### config.mk
export PLATFORM = sky130hd
export DESIGN_NAME = irq_prio_ctrl
export DESIGN_NICKNAME = d
export VERILOG_FILES = /design/src/rtl/irq_prio_pkg.sv /design/src/rtl/irq_prio_pick.sv /design/src/rtl/irq_prio_svc.sv /design/src/rtl/irq_prio_ctrl.sv
export SDC_FILE = /design/constraint.sdc
export NUM_CORES = 1
export LEC_CHECK = 0
export BUFFER_PORTS_ARGS = -buffer_cell sky130_fd_sc_hd__buf_4
export CAP_MARGIN = 20
export CELL_PAD_IN_SITES_DETAIL_PLACEMENT = 2
export CELL_PAD_IN_SITES_GLOBAL_PLACEMENT = 2
export CORE_MARGIN = 1
export CORE_UTILIZATION = 24
export DETAILED_ROUTE_END_ITERATION = 10
export GPL_TIMING_DRIVEN = 0
export PLACE_DENSITY = 0.91
export SLEW_MARGIN = 15
export SYNTH_ARGS = -nofsm -noshare
export SYNTH_HDL_FRONTEND = slang
export SYNTH_SLANG_ARGS = --single-unit
### constraint.sdc
create_clock -name clk -period 3.1 [get_ports clk]
set_input_delay 0.31 -clock clk [delete_from_list [all_inputs] [get_ports clk]]
set_output_delay 0.31 -clock clk [all_outputs]
set_load 0.005 [all_outputs]
### src/rtl/irq_prio_pkg.sv
package irq_prio_pkg;

    typedef enum logic {
        LVL_LOW  = 1'b0,
        LVL_HIGH = 1'b1
    } prio_lvl_e;

    localparam int unsigned NUM_LEVELS = 2;

    // Entry address of a source: base plus stride times index.
    function automatic logic [31:0] entry_addr(input logic [31:0] base,
                                               input logic [31:0] stride,
                                               input logic [31:0] index);
        return base + stride * index;
    endfunction

endpackage

### src/rtl/irq_prio_pick.sv
module irq_prio_pick #(
    parameter int unsigned N    = 22,
    localparam int unsigned IW  = (N > 1) ? $clog2(N) : 1
) (
    input  logic [N-1:0]  cand_i,
    output logic          found_o,
    output logic [IW-1:0] idx_o
);

    // The scan runs downward, so the lowest set index is assigned last and wins.
    always_comb begin
        found_o = 1'b0;
        idx_o   = '0;
        for (int i = N - 1; i >= 0; i--) begin
            if (cand_i[i]) begin
                found_o = 1'b1;
                idx_o   = IW'(i);
            end
        end
    end

endmodule

### src/rtl/irq_prio_svc.sv
module irq_prio_svc (
    input  logic       clk,
    input  logic       rst_n,
    input  logic       grant_i,
    input  logic       grant_lvl_i,
    input  logic       ret_i,
    input  logic       boundary_i,
    output logic [1:0] insvc_o,
    output logic       hold_o
);
    import irq_prio_pkg::*;

    typedef struct packed {
        logic [NUM_LEVELS-1:0] insvc;
        logic                  hold;
    } svc_t;

    svc_t st_d, st_q;

    always_comb begin
        st_d = st_q;
        if (ret_i) begin
            // Return from the innermost handler.
            if (st_q.insvc[LVL_HIGH]) begin
                st_d.insvc[LVL_HIGH] = 1'b0;
            end else begin
                st_d.insvc[LVL_LOW] = 1'b0;
            end
            st_d.hold = 1'b1;
        end else if (boundary_i) begin
            st_d.hold = 1'b0;
        end
        if (grant_i) begin
            st_d.insvc[grant_lvl_i] = 1'b1;
        end
    end

    always_ff @(posedge clk or negedge rst_n) begin
        if (!rst_n) begin
            st_q <= '0;
        end else begin
            st_q <= st_d;
        end
    end

    assign insvc_o = st_q.insvc;
    assign hold_o  = st_q.hold;

endmodule

### src/rtl/irq_prio_ctrl.sv
module irq_prio_ctrl #(
    parameter int unsigned NUM_SRC    = 22,
    parameter int unsigned ADDR_W     = 16,
    parameter int unsigned VEC_BASE   = 3,
    parameter int unsigned VEC_STRIDE = 8,
    localparam int unsigned IDX_W     = (NUM_SRC > 1) ? $clog2(NUM_SRC) : 1
) (
    input  logic               clk,
    input  logic               rst_n,
    input  logic [NUM_SRC-1:0] pend_i,
    input  logic [NUM_SRC-1:0] en_i,
    input  logic [NUM_SRC-1:0] lvl_i,
    input  logic               gie_i,
    input  logic               ack_i,
    input  logic               reti_i,
    input  logic               instr_done_i,
    output logic               req_o,
    output logic [IDX_W-1:0]   idx_o,
    output logic [ADDR_W-1:0]  vec_o,
    output logic               req_lvl_o,
    output logic [1:0]         insvc_o
);
    import irq_prio_pkg::*;

    typedef struct packed {
        logic              req;
        logic              lvl;
        logic [IDX_W-1:0]  idx;
        logic [ADDR_W-1:0] vec;
    } out_t;

    out_t out_d, out_q;

    logic [NUM_SRC-1:0] masked;
    logic [NUM_LEVELS-1:0] lvl_found;
    logic [IDX_W-1:0]      lvl_idx [NUM_LEVELS];
    logic [1:0]            insvc;
    logic                  hold;
    logic                  grant;

    assign masked = pend_i & en_i & {NUM_SRC{gie_i}};

    // One lowest-index picker per level.
    generate
        for (genvar g = 0; g < NUM_LEVELS; g++) begin : g_level
            logic [NUM_SRC-1:0] lvl_cand;
            assign lvl_cand = (g == LVL_HIGH) ? (masked & lvl_i) : (masked & ~lvl_i);
            irq_prio_pick #(.N(NUM_SRC)) u_pick (
                .cand_i  (lvl_cand),
                .found_o (lvl_found[g]),
                .idx_o   (lvl_idx[g])
            );
        end
    endgenerate

    assign grant = ack_i & out_q.req;

    irq_prio_svc u_svc (
        .clk         (clk),
        .rst_n       (rst_n),
        .grant_i     (grant),
        .grant_lvl_i (out_q.lvl),
        .ret_i       (reti_i),
        .boundary_i  (instr_done_i),
        .insvc_o     (insvc),
        .hold_o      (hold)
    );

    // A level may be requested when nothing at its level or above is in service
    // and no return is in progress.
    function automatic logic level_ok(input logic lvl, input logic [1:0] svc,
                                      input logic hld, input logic ret);
        return !ret && !hld && !svc[LVL_HIGH] && (lvl || !svc[LVL_LOW]);
    endfunction

    logic             cand_valid;
    logic             cand_lvl;
    logic [IDX_W-1:0] cand_idx;
    logic             keep;

    always_comb begin
        cand_valid = lvl_found[LVL_HIGH] | lvl_found[LVL_LOW];
        cand_lvl   = lvl_found[LVL_HIGH];
        cand_idx   = lvl_found[LVL_HIGH] ? lvl_idx[LVL_HIGH] : lvl_idx[LVL_LOW];
        keep       = out_q.req && masked[out_q.idx] && (lvl_i[out_q.idx] == out_q.lvl)
                     && level_ok(out_q.lvl, insvc, hold, reti_i);

        out_d = out_q;
        if (grant) begin
            out_d.req = 1'b0;
        end else if (keep) begin
            out_d = out_q;
        end else if (cand_valid && level_ok(cand_lvl, insvc, hold, reti_i)) begin
            out_d.req = 1'b1;
            out_d.lvl = cand_lvl;
            out_d.idx = cand_idx;
            out_d.vec = ADDR_W'(entry_addr(VEC_BASE, VEC_STRIDE, 32'(cand_idx)));
        end else begin
            out_d.req = 1'b0;
        end
    end

    always_ff @(posedge clk or negedge rst_n) begin
        if (!rst_n) begin
            out_q <= '0;
        end else begin
            out_q <= out_d;
        end
    end

    assign req_o     = out_q.req;
    assign idx_o     = out_q.idx;
    assign vec_o     = out_q.vec;
    assign req_lvl_o = out_q.lvl;
    assign insvc_o   = insvc;

endmodule

=== After elaboration in Yosys (flattened, before gate mapping) ===
Index checks and enable logic that the tools add are counted.

* Bits in registers: 26
* Input port bits: 72
* Output and inout bits: 25
* Word-level logic and storage cells: 143

* Add/subtract/negate cells: 1
* Magnitude comparators: 3
* Equality and inequality tests: 2
* Multiplexer cells: 104
* Bitwise operators: 10
* Reduce and logical (&&, ||, !) cells: 17

{| class="wikitable"
|+ Operators by type and width
! operator !! number
|-
| 2-to-1 mux 5 bit || 45
|-
| bitwise AND 22 bit || 4
|-
| 2-to-1 mux 1 bit || 52
|-
| 2-to-1 mux 23 bit || 1
|-
| 2-to-1 mux 22 bit || 1
|-
| inverter 22 bit || 1
|-
| binary-select mux 1 bit (select 5 bit) || 2
|-
| adder 2 x 8 -> 9 bit (first input constant) || 1
|-
| logical AND 1 bit || 9
|-
| less-than comparator 5 x 6 -> 1 bit (second input constant) || 1
|-
| logical NOT 1 bit || 4
|-
| 2-to-1 mux 2 bit || 2
|-
| AND reduction 3 bit || 1
|-
| logical OR 1 bit || 2
|-
| less-than comparator 1 x 2 -> 1 bit (second input constant) || 1
|-
| != test 2 x 1 -> 1 bit (second input constant) || 1
|-
| inverter 1 bit || 2
|-
| OR 2 bit || 1
|-
| nonzero test 2 bit || 1
|-
| bitwise AND 1 bit || 1
|-
| demux 1 bit (select 1 bit) || 1
|-
| equality test 1 bit || 1
|-
| >= comparator 1 bit (second input constant) || 1
|-
| OR 1 bit || 1
|}

=== Depth between registers and ports, before layout ===
Gate-level depths: netlist of the first run.

* Word-level depth: 31
* Gate-level depth with buffers: 9

=== Modules after synthesis ===
From an unflattened synthesis of the first run, not the netlist that was laid out.

* Cells, all modules: 301
* Area, all modules: 2,065.7 um^2

{| class="wikitable"
|+ Modules (own cells, without submodules)
! module !! times used !! cells each !! area each (um^2) !! seq. area each (um^2)
|-
| irq_prio_ctrl || 1 || 202 || 1,402.6 || 200.2
|-
| irq_prio_pick || 2 || 44 || 272.8 || 0.0
|-
| irq_prio_svc || 1 || 11 || 117.6 || 75.1
|}

=== Worst setup path after synthesis of the first run ===
OpenSTA, ideal clock, no wires.

* Kind: register to register
* From: reg out_q, in the netlist idx_o[0]
* To: reg out_q, in the netlist idx_o[3]
* Library setup time: 0.125 ns
* Arrival time: 2.265 ns
* Slack: 0.710 ns
* Cell stages (with the launch flop): 8
* Clock period less this slack: 2.390 ns
* Cells stage by stage: dfrtp_1 > mux4_2 > and2b_1 > a211oi_2 > o32ai_2 > xnor2_1 > a31oi_4 > mux2_4

* Word-level cells in the longest chain between the ends: 7
* Elaborated cells between the ends (all ways): 10

{| class="wikitable"
|+ RTL lines
! item !! line !! source
|-
| start, declared || irq_prio_ctrl.sv:32 || <nowiki>out_t out_d, out_q;</nowiki>
|-
| start signal, assigned || irq_prio_ctrl.sv:107 || <nowiki>out_q <= out_d;</nowiki>
|-
| binary-select mux 1 bit (select 5 bit) || irq_prio_ctrl.sv:85 || <nowiki>keep = out_q.req && masked[out_q.idx] && (lvl_i[out_q.idx] == out_q.lvl)</nowiki>
|-
| 2-to-1 mux 1 bit (not written as such) || irq_prio_ctrl.sv:85 ||
|-
| equality test 1 bit / logical AND 1 bit (equally long branches) || irq_prio_ctrl.sv:85 ||
|-
| logical AND 1 bit (*) || irq_prio_ctrl.sv:85 ||
|-
| logical AND 1 bit (*) || irq_prio_ctrl.sv:86 || <nowiki>&& level_ok(out_q.lvl, insvc, hold, reti_i);</nowiki>
|-
| inverter 1 bit (no source line) (*) || -- ||
|-
| AND reduction 3 bit (no source line) (*) || -- ||
|}

Every way passes the cells marked *; elsewhere a longest branch is shown, timed or not. The select of a mux whose other input is x is not followed.
A chain may end at the register's enable or synchronous reset.

=== Final worst setup path of the first run ===
Ends and elaborated chain as after synthesis.

==> results.py, run 1 <==
metrics = {
    "status": {
        "status": "completed",
    },
    "run": {
        "drv_cap": 0,
    },
    "clock_tree": {
        "clk_path_buf_depth": 2,
        "clk_latency_ns": 0.24,
        "cts_tree": "yes",
        "root_buffer": "clkbuf_8",
        "numCtsBuffers": 3,
        "cts_sinks": 11,
        "post-cts-setup-buffer-count": 0,
        "ctsHtreeMaxLevel": 1,
        "cts.reportedPaths.clkPinSlew_ns": 0.06,
    },
    "yosys": {
        "syn-cell-area_sq_um": 1940,
        "synthTopCellsByArea": "dfrtp_1, nand4_1, mux4_2",
        "synthTopCellsByCount": "nand2_1, nand4_1, nand3_1",
        "ys_warn_count": 0,
        "ys_async_sr_fraction_pct": 100,
        "synth_top_cell_by_area": "dfrtp_1",
        "syn_inst": 258,
        "synth_cell_types": 53,
        "synth_top_area_share_pct": 14.2,
        "ys.flop_type": "dfrtp_1",
        "yosysMostFrequentCell": "nand2_1",
        "yosysSeqAreaShare_pct": 14.2,
        "ys_seq_elements": 11,
        "synth-edff-count": 0,
        "post_synth.cell_area_avg_sq_um": 7.50,
    },
    "drt": {
        "firstDrtPassIters": 4,
        "drt_wl_total_microns": 8940,
        "drt_iter0_markers": 82,
        "vias": 2549,
        "wl_per_cell_microns": 19.4,
        "drtAntennaViolNets": 0,
        "vias_per_cell": 5.54,
        "drcViolationCount": 0,
    },
    "sta": {
        "finalHoldViolations": 0,
        "setup_tns_ns": 0,
        "relSlewSlack_pct": 52.4,
        "finClkSkew_ns": 0.00189,
        "period_minus_slack_ns": 2.68,
        "worst_pin_slew_ns": 0.707,
        "fin_ws_ns": 0.423,
        "max_freq_mhz": 374,
        "finalCritPeriodShare_pct": 86.3,
        "finalSetupViolCount": 0,
        "grt_setup_unrepaired": "false",
        "slew_viol_final": 0,
    },
    "setup_path": {
        "timing.rr.end": "idx_o[3]$_DFFE_PN0P_",
        "startpoint": "idx_o[0]$_DFFE_PN0P_",
        "setup.worst_path.class": "reg2reg",
        "start_kind": "flip-flop",
        "cp_data_arrival_time_ns": 2.80,
        "r2r_cells": 7,
        "critPathCaptureType": "flip-flop",
        "rr_startpoint": "idx_o[0]$_DFFE_PN0P_",
        "setup.worst_path.end": "idx_o[3]$_DFFE_PN0P_",
        "r2r_slack_ns": 0.42,
        "worstPathMaxFanout": 7,
        "cp.required_ns": 3.22,
    },
    "global_route": {
        "grt_pass1_wl_microns": 13900,
        "use_met1_pct": 25.6,
        "overflow": 0,
        "gr-usage-met2_pct": 38.8,
        "grt_max_degree": 12,
        "grt_busiest_layer": "met2",
        "met3_usage_pct": 1.91,
        "antenna_found_initial": 0,
        "grt_pass1_vias": 2736,
        "globalRouteTotalUtil_pct": 20.9,
    },
    "place": {
        "dpl-instance-area_sq_um": 2750,
        "post-place-ws_ns": 0.342,
        "hpwl_microns": 7550,
        "io_buffers": 87,
        "place.gp.congestion": 0.870,
    },
    "floorplanning": {
        "die_y_microns": 91.8,
        "start_util_pct": 24.9,
        "rows": 32,
        "io_pins": 97,
        "die_w_microns": 91.8,
        "core-area_sq_um": 7770,
        "die_area_sq_um": 8430,
    },
    "pwr": {
        "ir_drop_uv": 181,
        "p_per_area_nw_per_um2": 449,
        "power.leakage_nw": 1.28,
    },
    "layout": {
        "fin_nets": 431,
        "final_area_sq_um": 2800,
        "diodes": 0,
        "fillers": 951,
        "syn2layout_area_growth_pct": 44.8,
        "drive_gt1_share_pct": 36.3,
    },
    "hold_path": {
        "hp-class": "in2reg",
    },
}
power by group:
part | leakage, nW | internal [mW] | switching [mW]
Sequential | 0.133 | 0.177 | 0.0667
Combinational | 1.12 | 0.429 | 0.435
Clock | 0.0255 | 0.0886 | 0.0607
Total | 1.28 | 0.695 | 0.563
layout by cell type (no fill, tap or decap), types with 4 or more instances in the layout:
cell,n
dfrtp_1,11
mux2_4,4
nand3_1,20
o21ai_0,18
nand2_1,31
nand4_1,29
buf_2,6
nor2_1,8
a21oi_1,11
a31oi_1,5
and4b_1,4
mux4_2,6
inv_1,8
o21bai_1,4
nand4b_1,11
buf_4,104
conb_1,9
o31ai_1,4
nor3_1,4
o211ai_1,6
nand2b_1,5
worst max-delay path: stages (launching register included):
cell and delay, ns:
dfrtp_1 0.55, mux4_2 0.56, and2b_1 0.20, a211oi_2 0.22
o32ai_2 0.14, xnor2_1 0.17, a31oi_4 0.37, mux2_4 0.34
kinds of logic (layout without fill, tap and decap cells):
group                     after synthesis  count (layout)  share of synthesized area [%]
and+or+nand+nor                       128             128                           37.4
muxes                                  14              14                           12.2
DFF                                    11              11                           14.2
other                                   1               9                          0.194
AOI/OAI and AO/OA                      70              70                           25.5
buffers and inverters                  33             125                           10.1
xor gates and xnor gates                1               1                          0.453
metrics by stage:
step / hold slack [ns] / utilization, % / total power [mW] / instances
finish: 0.253 / 36.1 / 1.26 / 460
global route: 0.255 / 36.1 / 1.32 / 460
CTS: 0.251 / 36.1 / 1.26 / 460
detailed placement: 0.158 / 35.4 / 1.11 / 455
global placement: 0.149 / 35.4 / 1.06 / 455
floorplan: 0.0144 / - / 0.730 / 266
flip-flops by register name (all words and copies together) (netlist names):
name and flops:
idx_o 5, req_lvl_o 1, req_o 1, u_svc.hold_o 1, u_svc.insvc_o 2, vec_o 1
what timing repair did:
item / 4_1_cts / 5_1_grt
resized for setup: 0 / 0
hold endpoints to repair: 11 / 0
hold buffers: 1 / 0
endpoints found under the setup margin: 0 / 0
final cells by class:
| class | count | area (sq um) | area share [%] |
|---|---|---|---|
| clock inverter | 1 | 5.00 | 0.179 |
| tap | 102 | 128 | 4.55 |
| buffer | 25 | 165 | 5.89 |
| timing repair buffer | 88 | 663 | 23.7 |
| multi-input combinational | 222 | 1500 | 53.3 |
| clock buffer | 3 | 41.3 | 1.47 |
| sequential | 11 | 275 | 9.82 |
| inverter | 8 | 30.0 | 1.07 |
worst min path at each step:
| stage | start | slack (ns) | cells past startpoint | endpoint |
|---|---|---|---|---|
| 2_1_floorplan | rst_n | 0.01 | 0 | idx_o[0]$_DFFE_PN0P_ |
| 3_3_place_gp | rst_n | 0.15 | 1 | u_svc.insvc_o[1]$_DFF_PN0_ |
| 3_5_place_dp | rst_n | 0.16 | 1 | u_svc.insvc_o[1]$_DFF_PN0_ |
| 4_1_cts | instr_done_i | 0.25 | 2 | u_svc.hold_o$_DFFE_PN0P_ |
| 5_1_grt | instr_done_i | 0.26 | 2 | u_svc.hold_o$_DFFE_PN0P_ |
| 6_report | instr_done_i | 0.25 | 2 | u_svc.hold_o$_DFFE_PN0P_ |
layer usage:
metal	wire length [microns]	share of wire, %	up-vias
met5	0	0	-
met4	168	1.9	0
met3	457	5.1	12
met2	4500	50	92
met1	3810	43	1246
li1	-	-	1199
(Power assumes the default switching activity.)
==> inputs of run 2 (changes only) <==
- PLACE_DENSITY: 0.91 -> 0.77
==> run 2 against run 1 <==
- combinational power fell by 2%
- worst hold slack improved by 0.011 ns
- setup slack got worse by 0.052 ns
- sequential cell count unchanged
- first-iteration DRC count is 28% lower
- clock power down 5%
- largest power group unchanged
==> results.py, run 2 (synthesis gave the netlist of run 1 again) <==
metrics = {
    "status": {
        "status": "completed",
    },
    "sta": {
        "relSlewSlack_pct": 58.9,
        "finalSetupViolCount": 0,
        "period_minus_slack_ns": 2.73,
        "finalCritPeriodShare_pct": 88.0,
        "max_freq_mhz": 366,
        "fin_ws_ns": 0.371,
        "finalHoldViolations": 0,
        "grt_setup_unrepaired": "false",
        "worst_pin_slew_ns": 0.617,
        "slew_viol_final": 0,
        "setup_tns_ns": 0,
        "finClkSkew_ns": 0.00414,
    },
    "pwr": {
        "power.leakage_nw": 1.28,
        "p_per_area_nw_per_um2": 440,
        "p_int_uw": 697,
        "p_clk_share_pct": 11.6,
        "pwr-share-seq_pct": 19.7,
        "power.share.switching_pct": 43.4,
        "power_frac_comb_pct": 68.7,
        "ir_drop_uv": 159,
        "p_sw_uw": 535,
    },
    "drt": {
        "wl_per_cell_microns": 18.4,
        "firstDrtPassIters": 4,
        "drt_wl_total_microns": 8450,
        "vias_per_cell": 5.47,
        "drt_iter0_markers": 59,
        "drtAntennaViolNets": 0,
        "vias": 2514,
        "drcViolationCount": 0,
    },
    "global_route": {
        "globalRouteTotalUtil_pct": 19.4,
        "antenna_found_initial": 0,
        "grt_pass1_vias": 2632,
        "overflow": 0,
        "grt_max_degree": 12,
        "grt_pass1_wl_microns": 13100,
    },
    "setup_path": {
        "cp_data_arrival_time_ns": 2.84,
        "worstPathMaxFanout": 7,
        "critPathMaxStageDelay_ns": 0.57,
        "setup.worst_path.class": "reg2reg",
        "crit_family": "multiplexers",
        "path_cells": "mux4_2, and2b_1, a211oi_2, o32ai_2, xnor2_1, a31oi_4, mux2_4",
        "start_kind": "flip-flop",
        "cp_slowest_cell": "mux4_2",
        "critical_path_buf_inv_count": 0,
        "cp.required_ns": 3.21,
        "critPathCaptureType": "flip-flop",
    },
    "layout": {
        "final_util_pct": 36.1,
        "fin_nets": 431,
        "fillers": 923,
        "final_common_cell": "buf_4",
        "final_cell_mix": "buf_4, nand2_1, nand4_1, nand3_1, o21ai_0",
        "largest_reg_flops": 5,
        "multi_input_area_sq_um": 1500,
        "diodes": 0,
        "drive_gt1_share_pct": 36.0,
        "syn2layout_area_growth_pct": 44.7,
        "regArea_sq_um": 275,
    },
    "place": {
        "hpwl_microns": 7220,
        "io_buffers": 87,
        "place.gp.congestion": 0.814,
        "post-place-ws_ns": 0.351,
    },
    "clock_tree": {
        "clk_latency_ns": 0.23,
        "cts.reportedPaths.clkPinSlew_ns": 0.05,
        "cts_sinks": 11,
        "post-cts-setup-buffer-count": 0,
        "numCtsBuffers": 3,
        "root_buffer": "clkbuf_8",
        "ctsHtreeMaxLevel": 1,
        "clk_path_buf_depth": 2,
        "cts_tree": "yes",
    },
    "floorplanning": {
        "die_w_microns": 91.8,
        "core-area_sq_um": 7770,
        "rows": 32,
        "die_y_microns": 91.8,
        "die_area_sq_um": 8430,
        "start_util_pct": 24.9,
        "io_pins": 97,
    },
    "run": {
        "drv_cap": 0,
    },
    "hold_path": {
        "hp-class": "in2reg",
    },
}
-- run 2: cell types whose count changed in the layout (fill, tap and decap cells not counted) --
cell      previous run  this run
clkbuf_1             2         3
clkinv_2             1         0
-- run 2: power groups by stage --
stage / Combinational, mW / Sequential [mW] / Clock, mW
finish: 0.846 / 0.243 / 0.142
global route: 0.905 / 0.249 / 0.151
CTS: 0.853 / 0.244 / 0.146
detailed placement: 0.850 / 0.246 / 0
global placement: 0.829 / 0.243 / 0
floorplan: 0.503 / 0.227 / 0
-- run 2: area by class of cell --
| class | instances | area share (%) |
|---|---|---|
| buffer | 25 | 5.90 |
| clock buffer | 4 | 1.61 |
| inverter | 8 | 1.07 |
| multi-input combinational | 222 | 53.4 |
| sequential | 11 | 9.83 |
| tap | 102 | 4.56 |
| timing repair buffer | 88 | 23.7 |
-- run 2: worst reg2reg max path, delay by kind of cell (launching register included) --
kind,cells,cell delay [ns]
AO/OA/AOI/OAI,3,0.77
XOR/XNOR,1,0.16
flip-flops,1,0.56
multiplexers,2,0.91
AND/OR/NAND/NOR,1,0.21
-- run 2: routing by layer --
metal | wire (microns) | share of wire (%) | GRT usage [%] | vias up
li1 | - | - | - | 1197
met1 | 3870 | 46 | 25.5 | 1230
met2 | 4150 | 49 | 35.2 | 79
met3 | 334 | 4.0 | 0.995 | 8
met4 | 89 | 1.1 | 3.52 | 0
met5 | 0 | 0 | 0 | -
-- run 2: worst paths after layout --
| check | endpoint | slack [ns] | depth (start not counted) | startpoint |
|---|---|---|---|---|
| max in group asynchronous | idx_o[1]$_DFFE_PN0P_ | 2.50 | 2 | rst_n |
| min reg2reg | vec_o[1]$_DFFE_PN0P_ | 0.50 | 1 | vec_o[1]$_DFFE_PN0P_ |
| min | u_svc.hold_o$_DFFE_PN0P_ | 0.26 | 2 | instr_done_i |
| max | idx_o[3]$_DFFE_PN0P_ | 0.37 | 7 | idx_o[0]$_DFFE_PN0P_ |
| max reg2reg | idx_o[3]$_DFFE_PN0P_ | 0.37 | 7 | idx_o[0]$_DFFE_PN0P_ |
| min in group asynchronous | vec_o[1]$_DFFE_PN0P_ | 0.45 | 2 | rst_n |
-- run 2: metrics by stage --
| stage | hold WS [ns] | std cells | cell area, sq um | total power [mW] |
|---|---|---|---|---|
| 3_3_place_gp | 0.151 | 455 | 2750 | 1.07 |
| 4_1_cts | 0.265 | 460 | 2800 | 1.24 |
| 2_1_floorplan | 0.0144 | 266 | 1970 | 0.730 |
| 6_report | 0.265 | 460 | 2800 | 1.23 |
| 3_5_place_dp | 0.156 | 455 | 2750 | 1.10 |
| 5_1_grt | 0.294 | 460 | 2800 | 1.30 |
-- run 2: what timing repair did --
action / in CTS / in global routing
gates resized for setup: 0 / 0
hold endpoints to repair: 11 / 0
hold buffers: 1 / 0
endpoints found under the setup margin: 0 / 0
